===== src/rtl/pwm_pkg.sv =====
package pwm_pkg;
  localparam int unsigned CNT_W      = 16;
  localparam int unsigned RATE_INT_W = 8;
  localparam int unsigned RATE_FRC_W = 4;
  localparam int unsigned NUM_CH     = 2;

  typedef enum logic {
    CNT_UP   = 1'b0,
    CNT_DOWN = 1'b1
  } cnt_dir_e;
endpackage


===== src/rtl/pwm_rate_gen.sv =====
module pwm_rate_gen
  import pwm_pkg::*;
#(
  parameter int unsigned INT_W = RATE_INT_W,
  parameter int unsigned FRC_W = RATE_FRC_W
) (
  input  logic                   clk,
  input  logic                   rst_n,
  input  logic                   en,
  input  logic [INT_W+FRC_W-1:0] rate,
  input  logic                   adv_req,
  input  logic                   ret_req,
  output logic                   step,
  output logic                   adv_busy,
  output logic                   ret_busy
);
  localparam int unsigned CYC_W     = INT_W + 2;
  localparam int unsigned INT_MAX_I = 1 << INT_W;
  localparam logic [CYC_W-1:0] INT_MAX = INT_MAX_I[CYC_W-1:0];
  localparam logic [CYC_W-1:0] ONE     = 1;

  logic [INT_W-1:0] int_part;
  logic [FRC_W-1:0] frc_part;
  logic [CYC_W-1:0] int_eff, target, cyc_q;
  logic [FRC_W-1:0] facc_q;
  logic [FRC_W:0]   facc_sum;
  logic             extra_q, natural, adv_q, ret_q;

  always_comb begin
    int_part = rate[INT_W+FRC_W-1:FRC_W];
    frc_part = rate[FRC_W-1:0];
    int_eff  = (int_part == '0) ? INT_MAX : {2'b00, int_part};
    target   = int_eff + (extra_q ? ONE : '0);
    natural  = en && ((cyc_q + ONE) >= target);
    facc_sum = {1'b0, facc_q} + {1'b0, frc_part};
    step     = natural ? !ret_q : (en && adv_q);
  end

  always_ff @(posedge clk) begin
    if (!rst_n) begin
      cyc_q   <= '0;
      facc_q  <= '0;
      extra_q <= 1'b0;
      adv_q   <= 1'b0;
      ret_q   <= 1'b0;
    end else begin
      if (en) begin
        if (natural) begin
          cyc_q   <= '0;
          facc_q  <= facc_sum[FRC_W-1:0];
          extra_q <= facc_sum[FRC_W];
        end else begin
          cyc_q <= cyc_q + ONE;
        end
      end
      adv_q <= adv_req || (adv_q && !(en && !natural));
      ret_q <= ret_req || (ret_q && !natural);
    end
  end

  assign adv_busy = adv_q;
  assign ret_busy = ret_q;


  adv_latch_chk: assert property (@(posedge clk) disable iff (!rst_n)
    adv_req |=> adv_busy);

  adv_apply_chk: assert property (@(posedge clk) disable iff (!rst_n)
    (adv_q && en && !natural && !adv_req) |=> !adv_busy);

  ret_apply_chk: assert property (@(posedge clk) disable iff (!rst_n)
    (ret_q && natural && !ret_req) |=> !ret_busy);

  ret_hold_chk: assert property (@(posedge clk) disable iff (!rst_n)
    (ret_q && !en) |=> ret_busy);
endmodule


===== src/rtl/pwm_counter.sv =====
module pwm_counter
  import pwm_pkg::*;
#(
  parameter int unsigned W   = CNT_W,
  parameter int unsigned NCH = NUM_CH
) (
  input  logic                    clk,
  input  logic                    rst_n,
  input  logic                    en,
  input  logic                    step,
  input  logic                    centre,
  input  logic [W-1:0]            top_in,
  input  logic [NCH-1:0][W-1:0]   cmp_in,
  output logic [W-1:0]            cnt,
  output logic [NCH-1:0][W-1:0]   cmp_act,
  output logic                    wrap
);
  localparam logic [W-1:0] ONE = 1;

  logic [W-1:0]          cnt_q, top_q;
  logic [NCH-1:0][W-1:0] cmp_q;
  cnt_dir_e              dir_q;
  logic                  wrap_q, at_top, at_zero, to_zero;

  always_comb begin
    at_top  = cnt_q >= top_q;
    at_zero = cnt_q == '0;
    to_zero = step && (centre ? (dir_q == CNT_DOWN && at_zero) : at_top);
  end

  always_ff @(posedge clk) begin
    if (!rst_n) begin
      cnt_q  <= '0;
      top_q  <= '0;
      cmp_q  <= '0;
      dir_q  <= CNT_UP;
      wrap_q <= 1'b0;
    end else if (!en) begin
      top_q  <= top_in;
      cmp_q  <= cmp_in;
      wrap_q <= 1'b0;
    end else begin
      wrap_q <= to_zero;
      if (to_zero) begin
        top_q <= top_in;
        cmp_q <= cmp_in;
      end
      if (step) begin
        if (!centre) begin
          dir_q <= CNT_UP;
          cnt_q <= at_top ? '0 : cnt_q + ONE;
        end else if (dir_q == CNT_UP) begin
          if (at_top) dir_q <= CNT_DOWN;
          else        cnt_q <= cnt_q + ONE;
        end else begin
          if (at_zero) dir_q <= CNT_UP;
          else         cnt_q <= cnt_q - ONE;
        end
      end
    end
  end

  assign cnt     = cnt_q;
  assign cmp_act = cmp_q;
  assign wrap    = wrap_q;


  frozen_cnt_chk: assert property (@(posedge clk) disable iff (!rst_n)
    !en |=> $stable(cnt_q));

  wrap_at_zero_chk: assert property (@(posedge clk) disable iff (!rst_n)
    wrap_q |-> (cnt_q == '0));

  descend_chk: assert property (@(posedge clk) disable iff (!rst_n)
    (en && step && centre && dir_q == CNT_DOWN && !at_zero) |=> (cnt_q < $past(cnt_q)));

  hold_cfg_chk: assert property (@(posedge clk) disable iff (!rst_n)
    (en && !to_zero) |=> $stable(top_q));
endmodule


===== src/rtl/pwm_chan.sv =====
module pwm_chan
  import pwm_pkg::*;
#(
  parameter int unsigned W = CNT_W
) (
  input  logic         en,
  input  logic         inv,
  input  logic [W-1:0] cmp,
  input  logic [W-1:0] cnt,
  output logic         pin
);
  logic level;

  always_comb begin
    level = en && (cmp > cnt);
    pin   = level ^ inv;
  end
endmodule


===== src/rtl/pwm_slice.sv =====
module pwm_slice
  import pwm_pkg::*;
(
  input  logic                         clk,
  input  logic                         rst_n,
  input  logic                         run,
  input  logic                         centre_mode,
  input  logic                         inv_a,
  input  logic                         inv_b,
  input  logic [RATE_INT_W+RATE_FRC_W-1:0] rate,
  input  logic [CNT_W-1:0]             cmp_a,
  input  logic [CNT_W-1:0]             cmp_b,
  input  logic [CNT_W-1:0]             top,
  input  logic                         adv_req,
  input  logic                         ret_req,
  output logic                         pwm_a,
  output logic                         pwm_b,
  output logic                         wrap,
  output logic                         adv_busy,
  output logic                         ret_busy
);
  logic                        step;
  logic [CNT_W-1:0]            cnt;
  logic [NUM_CH-1:0][CNT_W-1:0] cmp_in, cmp_act;
  logic [NUM_CH-1:0]           inv_vec, pin_vec;

  assign cmp_in  = {cmp_b, cmp_a};
  assign inv_vec = {inv_b, inv_a};

  pwm_rate_gen #(.INT_W(RATE_INT_W), .FRC_W(RATE_FRC_W)) u_rate (
    .clk      (clk),
    .rst_n    (rst_n),
    .en       (run),
    .rate     (rate),
    .adv_req  (adv_req),
    .ret_req  (ret_req),
    .step     (step),
    .adv_busy (adv_busy),
    .ret_busy (ret_busy)
  );

  pwm_counter #(.W(CNT_W), .NCH(NUM_CH)) u_cnt (
    .clk     (clk),
    .rst_n   (rst_n),
    .en      (run),
    .step    (step),
    .centre  (centre_mode),
    .top_in  (top),
    .cmp_in  (cmp_in),
    .cnt     (cnt),
    .cmp_act (cmp_act),
    .wrap    (wrap)
  );

  for (genvar ch = 0; ch < NUM_CH; ch++) begin : g_chan
    pwm_chan #(.W(CNT_W)) u_chan (
      .en  (run),
      .inv (inv_vec[ch]),
      .cmp (cmp_act[ch]),
      .cnt (cnt),
      .pin (pin_vec[ch])
    );
  end

  assign pwm_a = pin_vec[0];
  assign pwm_b = pin_vec[1];


  pin_a_at_wrap_chk: assert property (@(posedge clk) disable iff (!rst_n)
    (wrap && run) |-> (pwm_a == ((cmp_act[0] != '0) ^ inv_a)));

  pin_b_at_wrap_chk: assert property (@(posedge clk) disable iff (!rst_n)
    (wrap && run) |-> (pwm_b == ((cmp_act[1] != '0) ^ inv_b)));

  idle_pins_chk: assert property (@(posedge clk) disable iff (!rst_n)
    !run |-> (pwm_a == inv_a && pwm_b == inv_b && !wrap));
endmodule


===== config.mk =====
export PLATFORM = sky130hd
export DESIGN_NAME = pwm_slice
export DESIGN_NICKNAME = d
export VERILOG_FILES = /design/src/rtl/pwm_pkg.sv /design/src/rtl/pwm_rate_gen.sv /design/src/rtl/pwm_counter.sv /design/src/rtl/pwm_chan.sv /design/src/rtl/pwm_slice.sv
export SDC_FILE = /design/constraint.sdc
export NUM_CORES = 1
export LEC_CHECK = 0
export BUFFER_PORTS_ARGS = -buffer_cell sky130_fd_sc_hd__buf_4
export CAP_MARGIN = 0
export CORE_ASPECT_RATIO = 0.5
export CORE_MARGIN = 3
export CORE_UTILIZATION = 50
export DETAILED_ROUTE_END_ITERATION = 8
export PLACE_DENSITY = 0.71
export SKIP_CTS_REPAIR_TIMING = 1
export SYNTH_ARGS = -nofsm -noshare
export SYNTH_HDL_FRONTEND = slang
export SYNTH_SLANG_ARGS = --single-unit

===== constraint.sdc =====
create_clock -name clk -period 7.1 [get_ports clk]
set_input_delay 0.71 -clock clk [delete_from_list [all_inputs] [get_ports clk]]
set_output_delay 0.71 -clock clk [all_outputs]
set_load 0.05 [all_outputs]

Word-level counts from Yosys, hierarchy flattened
Index checks and enable logic that the tools add are counted.
{"block": "op_classes", "addsub": 5, "multipliers": 0, "div_mod_pow": 0, "magnitude_cmp": 4, "n_eq_ne": 3, "n_shift": 0, "muxes": 18, "n_bitwise": 2, "reduce_logical": 20}
{"cell": "16-bit two-way mux", "count": 7}
{"cell": "32-bit two-way mux", "count": 2}
{"cell": "16-bit > comparator", "count": 2}
{"cell": "16-bit by 1-bit adder with 16-bit output, second input constant", "count": 1}
{"cell": "16-bit >= comparator", "count": 1}
{"cell": "16-bit logical NOT", "count": 1}
{"cell": "16-bit by 1-bit subtractor with 16-bit output, second input constant", "count": 1}
{"cell": "10-bit by 1-bit adder with 10-bit output, second input constant", "count": 1}
{"cell": "10-bit adder", "count": 1}
{"cell": "10-bit >= comparator", "count": 1}
{"cell": "10-bit two-way mux", "count": 1}
{"cell": "1-bit logical AND", "count": 9}
{"cell": "9-bit two-way mux", "count": 1}
{"cell": "8-bit logical NOT", "count": 1}
{"cell": "1-bit two-way mux", "count": 7}
{"cell": "2-bit AND reduction", "count": 3}
{"cell": "4-bit by 4-bit adder with 5-bit output", "count": 1}
{"cell": "4-bit AND reduction", "count": 1}
{"cell": "1-bit logical NOT", "count": 3}
{"cell": "3-bit by 2-bit != test with 1-bit output, second input constant", "count": 1}
{"cell": "3-bit != test, second input constant", "count": 1}
{"cell": "1-bit logical OR", "count": 2}
{"cell": "2-bit by 1-bit != test with 1-bit output, second input constant", "count": 1}
{"cell": "1-bit XOR", "count": 2}
{"block": "totals", "register_bits": 83, "latchBits": 0, "mem_bits_rw": 0, "mem_bits_ro": 0, "in_bits": 68, "output_inout_bits": 5, "word_cells": 63, "memories": 0}

Longest topological paths before layout
{"block": "logic_depth", "depth_word": 10, "mapped_depth": 15, "mapped_depth_nobuf": 13}

Modules after synthesis
From an unflattened synthesis, not the netlist that was laid out.
{"block": "unflattened", "cells_unflattened": 935, "hier_area_um2": 7184.4}
{"mod": "pwm_counter", "instances": 1, "cells_per_inst": 656, "area_per_inst_um2": 4944.7, "seq_area_each_um2": 1321.3}
{"mod": "pwm_rate_gen", "instances": 1, "cells_per_inst": 161, "area_per_inst_um2": 1403.8, "seq_area_each_um2": 340.3}
{"mod": "pwm_chan", "instances": 2, "cells_per_inst": 59, "area_per_inst_um2": 417.9, "seq_area_each_um2": 0.0}

Least setup slack after synthesis
Ideal clock, no wire load.
{"block": "synth_path", "path_kind": "input port to flip-flop", "from": "in rate[4]", "to": "reg u_cnt.cmp_q (netlist bit u_cnt.cmp_act[15])", "setup_time_ps": 132, "arrival_ps": 3378, "slack_ps": 3590, "path_stages": 15, "n_path_buf": 2, "path_cell_list": "ha_1 ha_1 nand2_1 nor2_1 a21oi_1 ha_1 a211oi_1 o211ai_1 a41o_1 and4b_1 or4_4 buf_2 buf_6 nand3_1 a21oi_1"}
{"block": "synth_between", "elab_chain_len": 8}
{"item": "start, declared", "line": "pwm_slice.sv:10", "source": "input logic [RATE_INT_W+RATE_FRC_W-1:0] rate,"}
{"item": "8-bit logical NOT", "line": "pwm_rate_gen.sv:32", "source": "int_eff = (int_part == '0) ? INT_MAX : {2'b00, int_part};"}
{"item": "9-bit two-way mux *", "line": "pwm_rate_gen.sv:32"}
{"item": "10-bit adder *", "line": "pwm_rate_gen.sv:33", "source": "target = int_eff + (extra_q ? ONE : '0);"}
{"item": "10-bit >= comparator *", "line": "pwm_rate_gen.sv:34", "source": "natural = en && ((cyc_q + ONE) >= target);"}
{"item": "1-bit logical AND *", "line": "pwm_rate_gen.sv:34"}
{"item": "1-bit two-way mux *", "line": "pwm_rate_gen.sv:36", "source": "step = natural ? !ret_q : (en && adv_q);"}
{"item": "1-bit logical AND *", "line": "pwm_counter.sv:28", "source": "to_zero = step && (centre ? (dir_q == CNT_DOWN && at_zero) : at_top);"}
{"item": "2-bit by 1-bit != test with 1-bit output (no line) *"}
{"item": "end signal, assigned", "line": "pwm_counter.sv:40", "source": "cmp_q <= cmp_in;"}
{"item": "end signal, assigned", "line": "pwm_counter.sv:46", "source": "cmp_q <= cmp_in;"}
{"item": "end, declared", "line": "pwm_counter.sv:21", "source": "logic [NCH-1:0][W-1:0] cmp_q;"}
Mark *: on every way between the ends. The rest lies on a longest branch, timed or not.
A chain may end at the register's enable or synchronous reset.

Worst setup path after layout
{"block": "layout_path", "from": "reg u_rate.cyc_q[0]", "to": "reg u_cnt.cnt_q[15] (netlist: u_cnt.cnt[15])"}
{"block": "layout_between", "elab_chain_len": 5}
{"item": "start, declared", "line": "pwm_rate_gen.sv:24", "source": "logic [CYC_W-1:0] int_eff, target, cyc_q;"}
{"item": "start signal, assigned", "line": "pwm_rate_gen.sv:53", "source": "cyc_q <= cyc_q + ONE;"}
{"item": "10-bit by 1-bit adder with 10-bit output", "line": "pwm_rate_gen.sv:34"}
{"item": "10-bit >= comparator", "line": "pwm_rate_gen.sv:34"}
{"item": "1-bit logical AND", "line": "pwm_rate_gen.sv:34"}
{"item": "1-bit two-way mux", "line": "pwm_rate_gen.sv:36"}
{"item": "4-bit AND reduction (no line)"}
{"item": "end signal, assigned", "line": "pwm_counter.sv:51", "source": "cnt_q <= at_top ? '0 : cnt_q + ONE;"}
{"item": "end signal, assigned", "line": "pwm_counter.sv:54", "source": "else cnt_q <= cnt_q + ONE;"}
{"item": "end signal, assigned", "line": "pwm_counter.sv:57", "source": "else cnt_q <= cnt_q - ONE;"}
{"item": "end, declared", "line": "pwm_counter.sv:20", "source": "logic [W-1:0] cnt_q, top_q;"}
No other way between the ends.

==> flow_summary.json <==
{
  "run_status": "finished, final reports clean",
  "finalSetupViolCount": 0,
  "setup.worst_path.end_class": "flop",
  "critPathTopFamily": "simple AND/OR/NAND/NOR gates",
  "async_reset_ff_share_pct": 0,
  "timing.hold.worst.class": "reg2reg",
  "seq_power_share_pct": 36.9,
  "pwr_density_cell_nw_per_um2": 210,
  "design.final.nets": 897,
  "first_iter_violations": 549,
  "die_h_um": 82.0,
  "setup_repair_after_global_routing_missed_its_margin": "no",
  "post-route-util_pct": 59.8,
  "fp-row-count": 27,
  "htree_levels": 3,
  "hold_viol": 0,
  "final-seq-area_um2": 1660,
  "design_area_final_um2": 6650,
  "antenna_violations_before_repair": 0,
  "wl_per_cell_um": 17.7,
  "vias_in_the_first_global_route": 4932,
  "io_pins": 73,
  "ctsRootBufferMaster": "sky130_fd_sc_hd__clkbuf_16",
  "post-place-ws_ns": 2.41,
  "clk_latency_ns": 0.34,
  "synth_fp_nets": 858,
  "dieArea_um2": 12900,
  "synth.yosys.seq_area_share_pct": 28.8,
  "initial_utilization_pct": 51.9,
  "die_width_um": 158,
  "peak_supply_drop_mv": 0.142,
  "antenna_left": 0,
  "multiInputGateArea_um2": 3740,
  "worst-slew-pin-transition_ns": 1.01,
  "drt-vias-per-instance": 6.18,
  "setup.worst_path.class": "reg2reg",
  "clock_power_share_pct": 37.9,
  "setup_total_negative_slack_ns": 0,
  "dominantRegCellSynth": "sky130_fd_sc_hd__dfxtp_1",
  "vias": 5624,
  "required_ns": 7.34,
  "critical_path.max_stage_delay_ns": 0.84,
  "antenna_cells": 0,
  "floorplan.core_area_um2": 11100,
  "drt_wl_total_um": 16100,
  "drt_pre_antenna_iters": 7,
  "numCtsBuffers": 9,
  "post_route_cells_drive_above_1_share_pct": 13.5,
  "ys_types": 59,
  "worst_slack_ns": 2.45,
  "cp-start-kind": "flop",
  "max-cap-violations": 0,
  "swShare_pct": 32.6,
  "syn2layout_area_growth_pct": 15.3,
  "grt_total_ovfl": 0,
  "detailed_place.area_um2": 6320,
  "cts_tree": "done",
  "post-route-drc-count": 0,
  "crit_buf_inv": 1,
  "syn-instance-count": 721,
  "cts.clk_slew.worst_paths_ns": 0.07,
  "dp.cells": 894,
  "crit_slowest_cell": "sky130_fd_sc_hd__nor3_4",
  "leakage_nw": 2.65,
  "grt_max_degree": 73,
  "placement.io_buffers": 72,
  "cp_data_arrival_time_ns": 4.89,
  "number_of_flip_flops_and_latches_in_the_synthesized_netlist": 83,
  "slew-limit-headroom_pct": 32.4,
  "gp_weighted_congestion": 0.950,
  "fin_crit_ns": 4.65,
  "grt_usage_pct": 25.2,
  "warnings_from_yosys": 0,
  "number_of_enable_flip_flop_cells_after_synthesis": 0,
  "place.detailed.hpwl_um": 11400,
  "clock_path_buffers": 2,
  "grt_first_pass_wirelength_um": 25900,
  "fin_skew_ns": 0.00949,
  "power.share.combinational_pct": 25.2,
  "numClockSinks": 83,
  "layoutNonFillerInstCount": 910,
  "min_period_over_period_pct": 65.5,
  "worstPathCellList": "ha_1 > and3_1 > and3_1 > nand3_1 > xnor2_1 > ha_1 > a211oi_1 > o211ai_1 > a41o_1 > and4b_1 > nor3_4 > buf_4 > nor2_1 > a221oi_1",
  "power.internal_w": 0.000941,
  "syn_area_um2": 5770,
  "power.net_switching_w": 0.000456,
  "fin_max_slew_vios": 0,
  "num-fill-cells": 1012,
  "clock.fmax_mhz": 215,
  "syn_area_per_cell_um2": 8.00,
  "critical_path.max_fanout": 41
}
-- sequential cells by signal (all words and copies together) (netlist names) --
| name | cells |
|---|---|
| u_cnt.cnt | 16 |
| u_rate.extra_q | 1 |
| u_cnt.wrap | 1 |
| u_cnt.top_q | 16 |
| u_rate.facc_q | 4 |
| u_rate.ret_busy | 1 |
| u_rate.adv_busy | 1 |
| u_rate.cyc_q | 10 |
| u_cnt.dir_q | 1 |
| u_cnt.cmp_act | 32 |
-- power groups by stage --
stage	registers [W]	logic [W]	clock network, W
floorplan	0.000517	0.000252	0
global placement	0.000525	0.000342	0
detailed placement	0.000525	0.000348	0
CTS	0.000515	0.000350	0.000537
global route	0.000519	0.000395	0.000554
finish	0.000516	0.000353	0.000529
-- Yosys cell counts, drive strengths merged (10+ instances only) --
cell type / count / share of area, %
a21oi: 93 / 8.1
dfxtp: 83 / 29
nand3: 80 / 7.0
ha: 68 / 15
o211ai: 51 / 6.6
inv: 42 / 2.7
nand2: 35 / 2.3
nor2: 31 / 2.0
clkbuf: 28 / 1.8
o21ai: 28 / 2.4
buf: 20 / 2.1
nand4: 15 / 1.6
nor3: 14 / 1.4
xor2: 12 / 1.8
o311ai: 10 / 1.5
xnor2: 10 / 1.5
-- path summary, 6_finish.rpt --
path,startpoint,depth (start not counted),endpoint,slack [ns]
setup / recovery,u_rate.cyc_q[0],14,u_cnt.cnt[15],2.45
hold / removal,u_rate.cyc_q[9],2,u_rate.cyc_q[9],0.46
setup reg to reg,u_rate.cyc_q[0],14,u_cnt.cnt[15],2.45
hold reg to reg,u_rate.cyc_q[9],2,u_rate.cyc_q[9],0.46
-- through the flow --
step                      power [W]  hold WS [ns]
after floorplan            0.000770         0.436
after global placement     0.000867         0.446
after detailed placement   0.000874         0.455
after CTS                   0.00140         0.467
after global routing        0.00147         0.481
final                       0.00140         0.463
-- layout by cell type (no fill, tap or decap), types with 9 or more instances in the layout --
cell type,count
sky130_fd_sc_hd__a21oi_1,92
sky130_fd_sc_hd__dfxtp_1,83
sky130_fd_sc_hd__nand3_1,79
sky130_fd_sc_hd__buf_4,76
sky130_fd_sc_hd__ha_1,68
sky130_fd_sc_hd__o211ai_1,51
sky130_fd_sc_hd__inv_1,41
sky130_fd_sc_hd__nand2_1,35
sky130_fd_sc_hd__nor2_1,31
sky130_fd_sc_hd__nand4_1,15
sky130_fd_sc_hd__o21ai_0,15
sky130_fd_sc_hd__o21ai_1,13
sky130_fd_sc_hd__xor2_1,12
sky130_fd_sc_hd__nor3_1,12
sky130_fd_sc_hd__xnor2_1,10
sky130_fd_sc_hd__o311ai_1,10
sky130_fd_sc_hd__a21o_1,9
sky130_fd_sc_hd__clkbuf_16,9
-- cell families (layout without fill, tap and decap cells) --
| family | count (synthesis) | in the layout | share of synthesized area (%) |
|---|---|---|---|
| AOI/OAI and AO/OA | 228 | 228 | 25.3 |
| and+or+nand+nor | 226 | 226 | 20.5 |
| adders and majority gates | 69 | 69 | 15.1 |
| muxes | 1 | 1 | 0.174 |
| other | 1 | 1 | 0.0650 |
| DFF | 83 | 83 | 28.8 |
| buffers and inverters | 91 | 135 | 6.70 |
| xor gates and xnor gates | 22 | 22 | 3.34 |
-- routing by layer --
layer | vias to the layer above | share of wire [%] | wire, um | track usage [%]
met4 | 0 | 0.67 | 108 | 3.81
met5 | - | 0 | 0 | 0
met2 | 204 | 43 | 6910 | 37.6
li1 | 2757 | - | - | -
met3 | 12 | 7.5 | 1220 | 5.26
met1 | 2651 | 49 | 7890 | 37.9
-- final cells by class --
type	instances	share of cell area (%)
inverter	43	2.43
sequential	83	25.0
multi-input combinational	547	56.3
clock inverter	7	1.60
timing repair buffer	76	8.58
tap	145	2.73
clock buffer	9	3.39
-- tightest hold or removal path: stages, from the launching register on --
cell and delay, ns:
sky130_fd_sc_hd__dfxtp_1 0.32, sky130_fd_sc_hd__nand2_1 0.05, sky130_fd_sc_hd__a21oi_1 0.05
(Power assumes the default switching activity.)
